<file path="config.mk">
export PLATFORM = sky130hd
export DESIGN_NAME = ixr_read_sequencer
export DESIGN_NICKNAME = d
export VERILOG_FILES = /design/src/rtl/ixr_pkg.sv /design/src/rtl/ixr_op_queue.sv /design/src/rtl/ixr_fill_track.sv /design/src/rtl/ixr_burst_seq.sv /design/src/rtl/ixr_read_sequencer.sv
export SDC_FILE = /design/constraint.sdc
export NUM_CORES = 1
export LEC_CHECK = 0
export BUFFER_PORTS_ARGS = -buffer_cell sky130_fd_sc_hd__clkbuf_2
export CORE_MARGIN = 3
export CORE_UTILIZATION = 55
export CTS_CLUSTER_DIAMETER = 80
export DETAILED_ROUTE_END_ITERATION = 8
export PLACE_DENSITY_LB_ADDON = 0.05
export SETUP_SLACK_MARGIN = 0.4
export SLEW_MARGIN = 20
export SYNTH_ARGS = -nofsm -noshare
export SYNTH_HDL_FRONTEND = slang
export SYNTH_SLANG_ARGS = --single-unit
</file>
<file path="constraint.sdc">
create_clock -name clk -period 5.91 [get_ports clk]
set_clock_uncertainty 0.2 [all_clocks]
set_input_delay 0.8865 -clock clk [delete_from_list [all_inputs] [get_ports clk]]
set_output_delay 0.8865 -clock clk [all_outputs]
set_load 0.02 [all_outputs]
</file>
<file path="src/rtl/ixr_pkg.sv">
package ixr_pkg;

    typedef enum logic [1:0] {
        SQ_IDLE  = 2'd0,
        SQ_REQ   = 2'd1,
        SQ_DATA  = 2'd2,
        SQ_DRAIN = 2'd3
    } sq_state_e;

    localparam int unsigned IRQ_WMARK  = 0;
    localparam int unsigned IRQ_DONE   = 1;
    localparam int unsigned IRQ_REJECT = 2;
    localparam int unsigned IRQ_N      = 3;

    function automatic int unsigned min3(input int unsigned a,
                                         input int unsigned b,
                                         input int unsigned c);
        int unsigned m;
        m = a;
        if (b < m) m = b;
        if (c < m) m = c;
        return m;
    endfunction

endpackage

</file>
<file path="src/rtl/ixr_op_queue.sv">
module ixr_op_queue #(
    parameter int unsigned ADDR_W = 32,
    parameter int unsigned LEN_W  = 16
) (
    input  logic              clk,
    input  logic              rst_n,
    input  logic              start_i,
    input  logic              cancel_i,
    input  logic              retire_i,
    input  logic [ADDR_W-1:0] addr_i,
    input  logic [LEN_W-1:0]  len_i,
    output logic              act_valid_o,
    output logic [ADDR_W-1:0] act_addr_o,
    output logic [LEN_W-1:0]  act_len_o,
    output logic              full_o,
    output logic              reject_o
);

    typedef struct packed {
        logic              act_v;
        logic [ADDR_W-1:0] act_a;
        logic [LEN_W-1:0]  act_l;
        logic              pnd_v;
        logic [ADDR_W-1:0] pnd_a;
        logic [LEN_W-1:0]  pnd_l;
    } slots_t;

    slots_t slot_d, slot_q;
    logic   accept;

    always_comb begin
        slot_d   = slot_q;
        full_o   = slot_q.act_v && slot_q.pnd_v;
        reject_o = start_i && !cancel_i && full_o;
        accept   = start_i && !cancel_i && !full_o;
        if (cancel_i) begin
            slot_d.act_v = 1'b0;
            slot_d.pnd_v = 1'b0;
        end else begin
            if (retire_i) begin
                slot_d.act_v = slot_q.pnd_v;
                slot_d.act_a = slot_q.pnd_a;
                slot_d.act_l = slot_q.pnd_l;
                slot_d.pnd_v = 1'b0;
            end
            if (accept) begin
                if (!slot_d.act_v) begin
                    slot_d.act_v = 1'b1;
                    slot_d.act_a = addr_i;
                    slot_d.act_l = len_i;
                end else begin
                    slot_d.pnd_v = 1'b1;
                    slot_d.pnd_a = addr_i;
                    slot_d.pnd_l = len_i;
                end
            end
        end
    end

    always_ff @(posedge clk or negedge rst_n) begin
        if (!rst_n) slot_q <= '0;
        else        slot_q <= slot_d;
    end

    assign act_valid_o = slot_q.act_v;
    assign act_addr_o  = slot_q.act_a;
    assign act_len_o   = slot_q.act_l;

    // a waiting slot is only ever behind a running one
    assert_pending_behind_active_R2: assert property (@(posedge clk) disable iff (!rst_n)
        slot_q.pnd_v |-> slot_q.act_v);

    // zero-length operations are outside the contract
    assert_nonzero_len_R2: assert property (@(posedge clk) disable iff (!rst_n)
        start_i |-> (len_i != '0));

    // a refused start leaves the waiting slot untouched
    assert_full_keeps_slots_R3: assert property (@(posedge clk) disable iff (!rst_n)
        (full_o && start_i && !cancel_i && !retire_i) |=>
            (slot_q.pnd_v && $stable(slot_q.pnd_a) && $stable(slot_q.pnd_l)));

endmodule

</file>
<file path="src/rtl/ixr_fill_track.sv">
module ixr_fill_track #(
    parameter int unsigned DEPTH  = 64,
    parameter int unsigned FILL_W = 7
) (
    input  logic              clk,
    input  logic              rst_n,
    input  logic              push_i,
    input  logic              pop_i,
    input  logic              final_i,
    input  logic [FILL_W-1:0] wmark_i,
    output logic [FILL_W-1:0] fill_o,
    output logic [FILL_W-1:0] free_o,
    output logic              wm_hit_o
);

    typedef struct packed {
        logic [FILL_W-1:0] level;
    } fill_t;

    fill_t fill_d, fill_q;
    logic  pop_eff;

    always_comb begin
        pop_eff      = pop_i && (fill_q.level != '0);
        fill_d       = fill_q;
        fill_d.level = fill_q.level + FILL_W'(push_i) - FILL_W'(pop_eff);
        wm_hit_o     = (wmark_i != '0) &&
                       (((fill_q.level <= wmark_i) && (fill_d.level > wmark_i)) || final_i);
    end

    always_ff @(posedge clk or negedge rst_n) begin
        if (!rst_n) fill_q <= '0;
        else        fill_q <= fill_d;
    end

    assign fill_o = fill_q.level;
    assign free_o = FILL_W'(DEPTH) - fill_q.level;

    assert_no_overflow_R6: assert property (@(posedge clk) disable iff (!rst_n)
        push_i |-> (fill_q.level < FILL_W'(DEPTH)));

    assert_pop_empty_ignored_R6: assert property (@(posedge clk) disable iff (!rst_n)
        (fill_q.level == '0 && pop_i && !push_i) |=> (fill_q.level == '0));

endmodule

</file>
<file path="src/rtl/ixr_burst_seq.sv">
module ixr_burst_seq
    import ixr_pkg::*;
#(
    parameter int unsigned ADDR_W    = 32,
    parameter int unsigned LEN_W     = 16,
    parameter int unsigned FILL_W    = 7,
    parameter int unsigned MAX_BURST = 16,
    parameter int unsigned BURST_W   = 5
) (
    input  logic               clk,
    input  logic               rst_n,
    input  logic               act_valid_i,
    input  logic [ADDR_W-1:0]  act_addr_i,
    input  logic [LEN_W-1:0]   act_len_i,
    input  logic               cancel_i,
    input  logic [FILL_W-1:0]  free_i,
    input  logic               eng_gnt_i,
    input  logic               eng_vld_i,
    output logic               eng_req_o,
    output logic [ADDR_W-1:0]  eng_addr_o,
    output logic [BURST_W-1:0] eng_len_o,
    output logic               push_o,
    output logic               last_o,
    output logic               draining_o
);

    typedef struct packed {
        sq_state_e          st;
        logic               loaded;
        logic [ADDR_W-1:0]  cur;
        logic [LEN_W-1:0]   remain;
        logic [BURST_W-1:0] left;
        logic [BURST_W-1:0] req_len;
    } seq_t;

    seq_t               seq_d, seq_q;
    logic [BURST_W-1:0] plan_len;
    logic [BURST_W-1:0] drop_left;

    always_comb begin
        seq_d     = seq_q;
        push_o    = 1'b0;
        last_o    = 1'b0;
        plan_len  = BURST_W'(min3(MAX_BURST, 32'(seq_q.remain), 32'(free_i)));
        drop_left = seq_q.left - BURST_W'(eng_vld_i);
        case (seq_q.st)
            SQ_IDLE: begin
                if (cancel_i) begin
                    seq_d.loaded = 1'b0;
                end else if (!seq_q.loaded) begin
                    if (act_valid_i) begin
                        seq_d.loaded = 1'b1;
                        seq_d.cur    = act_addr_i;
                        seq_d.remain = act_len_i;
                    end
                end else if (free_i != '0) begin
                    seq_d.st      = SQ_REQ;
                    seq_d.req_len = plan_len;
                end
            end
            SQ_REQ: begin
                if (cancel_i) begin
                    seq_d.st     = SQ_IDLE;
                    seq_d.loaded = 1'b0;
                end else if (eng_gnt_i) begin
                    seq_d.st   = SQ_DATA;
                    seq_d.left = seq_q.req_len;
                end
            end
            SQ_DATA: begin
                if (cancel_i) begin
                    seq_d.loaded = 1'b0;
                    seq_d.left   = drop_left;
                    seq_d.st     = (drop_left == '0) ? SQ_IDLE : SQ_DRAIN;
                end else if (eng_vld_i) begin
                    push_o       = 1'b1;
                    seq_d.cur    = seq_q.cur + ADDR_W'(1);
                    seq_d.remain = seq_q.remain - LEN_W'(1);
                    seq_d.left   = seq_q.left - BURST_W'(1);
                    if (seq_q.left == BURST_W'(1)) seq_d.st = SQ_IDLE;
                    if (seq_q.remain == LEN_W'(1)) begin
                        last_o       = 1'b1;
                        seq_d.loaded = 1'b0;
                    end
                end
            end
            SQ_DRAIN: begin
                if (eng_vld_i) begin
                    seq_d.left = seq_q.left - BURST_W'(1);
                    if (seq_q.left == BURST_W'(1)) seq_d.st = SQ_IDLE;
                end
            end
            default: seq_d.st = SQ_IDLE;
        endcase
    end

    always_ff @(posedge clk or negedge rst_n) begin
        if (!rst_n) begin
            seq_q    <= '0;
            seq_q.st <= SQ_IDLE;
        end else begin
            seq_q <= seq_d;
        end
    end

    assign eng_req_o  = (seq_q.st == SQ_REQ);
    assign eng_addr_o = seq_q.cur;
    assign eng_len_o  = seq_q.req_len;
    assign draining_o = (seq_q.st == SQ_DRAIN);

    assert_req_hold_R4: assert property (@(posedge clk) disable iff (!rst_n)
        (eng_req_o && !eng_gnt_i && !cancel_i) |=>
            (eng_req_o && $stable(eng_addr_o) && $stable(eng_len_o)));

    assert_burst_len_R4: assert property (@(posedge clk) disable iff (!rst_n)
        eng_req_o |-> ((eng_len_o != '0) && (32'(eng_len_o) <= MAX_BURST) &&
                       (32'(eng_len_o) <= 32'(free_i))));

    assert_burst_within_op_R5: assert property (@(posedge clk) disable iff (!rst_n)
        (seq_q.st == SQ_DATA) |-> (32'(seq_q.left) <= 32'(seq_q.remain)));

    assert_drain_silent_R10: assert property (@(posedge clk) disable iff (!rst_n)
        draining_o |-> !push_o);

endmodule

</file>
<file path="src/rtl/ixr_read_sequencer.sv">
module ixr_read_sequencer
    import ixr_pkg::*;
#(
    parameter  int unsigned ADDR_W    = 32,
    parameter  int unsigned LEN_W     = 16,
    parameter  int unsigned DEPTH     = 64,
    parameter  int unsigned MAX_BURST = 16,
    localparam int unsigned FILL_W    = $clog2(DEPTH + 1),
    localparam int unsigned BURST_W   = $clog2(MAX_BURST + 1)
) (
    input  logic               clk,
    input  logic               rst_n,
    input  logic               sw_start_i,
    input  logic               sw_cancel_i,
    input  logic [ADDR_W-1:0]  sw_addr_i,
    input  logic [LEN_W-1:0]   sw_len_i,
    input  logic [FILL_W-1:0]  sw_wmark_i,
    input  logic [2:0]         irq_clr_i,
    output logic               busy_o,
    output logic [FILL_W-1:0]  fill_level_o,
    output logic               irq_wmark_o,
    output logic               irq_done_o,
    output logic               irq_reject_o,
    output logic               eng_req_o,
    output logic [ADDR_W-1:0]  eng_addr_o,
    output logic [BURST_W-1:0] eng_len_o,
    input  logic               eng_gnt_i,
    input  logic               eng_vld_i,
    input  logic [7:0]         eng_data_i,
    output logic               buf_push_o,
    output logic [7:0]         buf_data_o,
    input  logic               buf_pop_i
);

    logic              act_valid, q_full, q_reject;
    logic [ADDR_W-1:0] act_addr;
    logic [LEN_W-1:0]  act_len;
    logic [FILL_W-1:0] free_cnt;
    logic              push, last, draining, wm_hit;

    ixr_op_queue #(.ADDR_W(ADDR_W), .LEN_W(LEN_W)) u_queue (
        .clk        (clk),
        .rst_n      (rst_n),
        .start_i    (sw_start_i),
        .cancel_i   (sw_cancel_i),
        .retire_i   (last),
        .addr_i     (sw_addr_i),
        .len_i      (sw_len_i),
        .act_valid_o(act_valid),
        .act_addr_o (act_addr),
        .act_len_o  (act_len),
        .full_o     (q_full),
        .reject_o   (q_reject)
    );

    ixr_burst_seq #(
        .ADDR_W(ADDR_W), .LEN_W(LEN_W), .FILL_W(FILL_W),
        .MAX_BURST(MAX_BURST), .BURST_W(BURST_W)
    ) u_seq (
        .clk        (clk),
        .rst_n      (rst_n),
        .act_valid_i(act_valid),
        .act_addr_i (act_addr),
        .act_len_i  (act_len),
        .cancel_i   (sw_cancel_i),
        .free_i     (free_cnt),
        .eng_gnt_i  (eng_gnt_i),
        .eng_vld_i  (eng_vld_i),
        .eng_req_o  (eng_req_o),
        .eng_addr_o (eng_addr_o),
        .eng_len_o  (eng_len_o),
        .push_o     (push),
        .last_o     (last),
        .draining_o (draining)
    );

    ixr_fill_track #(.DEPTH(DEPTH), .FILL_W(FILL_W)) u_fill (
        .clk     (clk),
        .rst_n   (rst_n),
        .push_i  (push),
        .pop_i   (buf_pop_i),
        .final_i (last),
        .wmark_i (sw_wmark_i),
        .fill_o  (fill_level_o),
        .free_o  (free_cnt),
        .wm_hit_o(wm_hit)
    );

    typedef struct packed {
        logic [IRQ_N-1:0] flag;
    } irq_t;

    irq_t       irq_d, irq_q;
    logic [IRQ_N-1:0] irq_set;

    always_comb begin
        irq_set             = '0;
        irq_set[IRQ_WMARK]  = wm_hit;
        irq_set[IRQ_DONE]   = last;
        irq_set[IRQ_REJECT] = q_reject;
        irq_d.flag          = irq_set | (irq_q.flag & ~irq_clr_i);
    end

    always_ff @(posedge clk or negedge rst_n) begin
        if (!rst_n) irq_q <= '0;
        else        irq_q <= irq_d;
    end

    assign irq_wmark_o  = irq_q.flag[IRQ_WMARK];
    assign irq_done_o   = irq_q.flag[IRQ_DONE];
    assign irq_reject_o = irq_q.flag[IRQ_REJECT];
    assign busy_o       = act_valid || draining;
    assign buf_push_o   = push;
    assign buf_data_o   = eng_data_i;

    assert_reject_flag_R3: assert property (@(posedge clk) disable iff (!rst_n)
        (sw_start_i && !sw_cancel_i && q_full) |=> irq_reject_o);

    assert_done_flag_R9: assert property (@(posedge clk) disable iff (!rst_n)
        last |=> irq_done_o);

    assert_cancel_drops_req_R10: assert property (@(posedge clk) disable iff (!rst_n)
        sw_cancel_i |=> !eng_req_o);

    assert_cancel_no_done_R10: assert property (@(posedge clk) disable iff (!rst_n)
        (sw_cancel_i && !irq_done_o) |=> !irq_done_o);

    assert_clear_done_R11: assert property (@(posedge clk) disable iff (!rst_n)
        (irq_clr_i[IRQ_DONE] && !last) |=> !irq_done_o);

    assert_push_while_busy_R12: assert property (@(posedge clk) disable iff (!rst_n)
        buf_push_o |-> busy_o);

endmodule

</file>
==> out/qor.csv <==
stage,metric,value,unit
drt,drt first pass iters,5,
floorplan,core footprint,16900,um^2
sta,actual slew at the worst max-slew pin,1100,ps
worst_setup_path,Critical Path Start Type,primary input,
clocking,Post-CTS Resized,0,
sta,unrepaired setup endpoints after global routing,false,
worst_setup_path,crit path cell chain,clkbuf_2 -> inv_2 -> and3_1 -> inv_1 -> ha_1 -> inv_1 -> ha_1 -> fa_1 -> nand2b_1 -> a21oi_1 -> o21bai_1 -> a21oi_1 -> nor2_1 -> xnor2_1 -> ha_1 -> nand4_1 -> nor2_1 -> nor3b_1 -> o2bb2ai_1 -> o21ai_0 -> a31oi_1,
final_layout,Final #Nets,1204,
drt,antenna-violating nets left,0,
clocking,Max Buffers Root-to-Sink,2,
job,max_cap viols,0,
worst_setup_path,CP Data Arrival Time,4380,ps
final_layout,Syn-to-layout area delta,10.5,%
sta,FMAX,237,MHz
sta,part of the cycle the worst path needs,0.715,
worst_setup_path,CP max-delay cell,fa_1,
clocking,clk_lat worst skew,430,ps
global_routing,Overall Global Routing Usage,0.243,
outcome,status,completed,
global_routing,Overflow after GRT,0,
power_and_ir_drop,pwr/cell area,502,nW/um^2
drt,DR DRC count,0,
yosys,asr flop ratio synth,1.00,
clocking,total CTS buffers,17,
yosys,Synth cell types,68,
sta,final hold violation count,0,
clocking,"Reg clk slew, reported paths",70,ps
placement,gpl congestion,0.845,
power_and_ir_drop,VDD IR max,0.000254,V
final_layout,n_diodes,0,
power_and_ir_drop,Leak Pwr,4.95,nW
drt,final wirelength,23200,um
drt,drt initial violations,523,
hold_path,worst hold path type,flop to flop,
worst_setup_path,Crit path required time,6060,ps
final_layout,most frequent cells in the layout,"dfrtp_1 (169), clkbuf_2 (113), a21oi_1 (108), inv_1 (86), nor2_1 (75)",
floorplan,row cnt,47,
sta,Final Hold Slack,289,ps
clocking,Setup Buffers After CTS,0,
floorplan,die area,19300,um^2
sta,Final Setup Violations,0,
yosys,Seq cells post-synth,169,
worst_setup_path,critical path class,primary input to flop,
global_routing,number of global-route vias before repair,7333,
clocking,H-tree level count,4,
drt,Vias,7742,
placement,HPWL Detailed,15700,um
yosys,synth warn,0,
sta,total negative slack,0,ps
sta,max-slew violation count,0,
yosys,Mapped Cells,1035,
yosys,"Seq/Total Area, Yosys",0.436,
drt,via-per-instance ratio,5.88,
global_routing,largest net degree at the start of global routing,89,
clocking,cts-stage hold buffer count,0,
global_routing,first-pass GRT wire length,38700,um
floorplan,die height,139,um
yosys,"Avg Cell Area, Syn",9.37,um^2
final_layout,share of layout cells above drive strength 1,0.190,
floorplan,Die Wd,139,um
final_layout,"commonest non-fill, non-tap cell in the layout",dfrtp_1,
placement,I/O Buffers,114,
sta,Slew headroom,0.265,
clocking,root buf cell,clkbuf_16,
yosys,"EDFF count, synth",0,
worst_setup_path,Slowest Stage Delay on Critical Path,400,ps
sta,Tmin final,4230,ps
yosys,Post-Syn Area,9700,um^2
clocking,CTS sink count,169,
clocking,CTS tree,done,
worst_setup_path,"setup slack, reg-to-reg",1780,ps
drt,Routed wire per std cell,17.6,um
worst_setup_path,CP most frequent cell,ha_1,
floorplan,initial core utilization,0.573,
floorplan,Top Ports,131,
global_routing,antenna violations before repair,0,
worst_setup_path,CP Max Fanout,17,
worst_setup_path,crit end category,flop,
yosys,"Top FF cell, synth",dfrtp_1,
==> stage by stage <==
| stage | cell area (um^2) | util | setup slack [ps] | instances | total power, mW |
|---|---|---|---|---|---|
| 4_1_cts | 10700 | 0.631 | 1740 | 1316 | 5.39 |
| 5_1_grt | 10700 | 0.633 | 1290 | 1317 | 5.81 |
| 6_report | 10700 | 0.633 | 1680 | 1317 | 5.38 |
| 2_1_floorplan | 9710 | - | 1590 | 1036 | 3.76 |
| 3_5_place_dp | 10100 | 0.597 | 1290 | 1284 | 4.28 |
| 3_3_place_gp | 10100 | 0.597 | 1410 | 1284 | 4.23 |
==> registers in the layout, summed over array words and instances (netlist names) <==
| signal | cells |
|---|---|
| u_queue.act_len_o | 16 |
| u_seq.eng_len_o | 5 |
| irq_q | 3 |
| u_fill.fill_o | 7 |
| u_queue.act_addr_o | 32 |
| u_seq.seq_q | 24 |
| u_queue.slot_q | 49 |
| u_seq.eng_addr_o | 32 |
| u_queue.act_valid_o | 1 |
==> cells in the mapped netlist, types with 3 or more instances <==
cell / instances / share of area
nor3_1: 23 / 0.012
nand3b_1: 3 / 0.0023
dfrtp_1: 169 / 0.44
or3_1: 3 / 0.0019
nor4_1: 8 / 0.0052
nand2b_1: 6 / 0.0039
nor3b_1: 4 / 0.0031
or4_1: 3 / 0.0023
nor2b_1: 5 / 0.0032
o21ai_0: 40 / 0.021
o21a_1: 6 / 0.0046
and4_1: 3 / 0.0027
mux2i_1: 19 / 0.020
buf_2: 11 / 0.0057
o31ai_1: 3 / 0.0023
a221oi_1: 7 / 0.0063
clkbuf_1: 35 / 0.014
nor2_1: 78 / 0.030
and3_1: 26 / 0.017
xnor2_1: 12 / 0.011
inv_1: 86 / 0.033
a21oi_1: 108 / 0.056
nand4_1: 7 / 0.0045
mux2_2: 34 / 0.039
buf_6: 3 / 0.0035
ha_1: 46 / 0.059
buf_4: 48 / 0.037
nand3_1: 32 / 0.017
a21o_1: 4 / 0.0031
a31oi_1: 7 / 0.0045
a221o_1: 13 / 0.013
o22ai_1: 70 / 0.045
mux2_1: 20 / 0.023
or2_2: 3 / 0.0019
nand2_1: 48 / 0.019
==> kinds of logic (layout without fill, tap and decap cells) <==
logic type / after synthesis / in the layout / share of synthesized area
muxes: 73 / 73 / 0.0823
AOI/OAI and AO/OA: 284 / 284 / 0.179
buffers and inverters: 186 / 247 / 0.0943
xor gates and xnor gates: 14 / 14 / 0.0126
DFF: 169 / 169 / 0.436
other: 1 / 2 / 0.000387
adders and majority gates: 47 / 47 / 0.0614
and+or+nand+nor: 261 / 261 / 0.134
==> per-layer routing <==
layer	wire, um	up-vias	track usage	part of all wire
met5	0	-	0	0
met4	213	0	0.0515	0.0092
met3	1110	20	0.0497	0.048
met2	10500	199	0.366	0.45
met1	11400	3742	0.365	0.49
li1	-	3781	-	-
==> final timing paths <==
path / from / endpoint / depth (start not counted)
worst max register to register: u_fill.fill_o[0] / irq_q[0] / 21
worst min-delay path: u_queue.slot_q[11] / u_queue.slot_q[11] / 1
worst max-delay path: sw_cancel_i / irq_q[0] / 21
min in group asynchronous: rst_n / u_seq.seq_q[9] / 1
worst min register to register: u_queue.slot_q[11] / u_queue.slot_q[11] / 1
max in group asynchronous: rst_n / u_fill.fill_o[1] / 2
==> power by group <==
part	leakage (nW)	total (mW)	switching, mW	internal, mW
combinational	2.67	2.32	1.35	0.968
sequential	2.00	1.96	0.426	1.53
clock	0.284	1.10	0.536	0.565
==> worst max-delay path: cells and delay by family <==
kind	cells	cell delay (ps)
XOR/XNOR	1	160
adder cells (fa/ha/maj)	4	1150
buffers and inverters	4	620
AO/OA/AOI/OAI	6	740
AND/OR/NAND/NOR	6	820
==> final cells by class <==
cell class | count | area (um^2)
fillers | 1459 | 6220
clock buffers | 17 | 425
multi-input cells | 681 | 4600
clock inverters | 15 | 154
repair buffers | 128 | 702
flip-flops and latches | 169 | 4230
inverters | 87 | 327
well taps | 220 | 275
(Power assumes the default switching activity.)
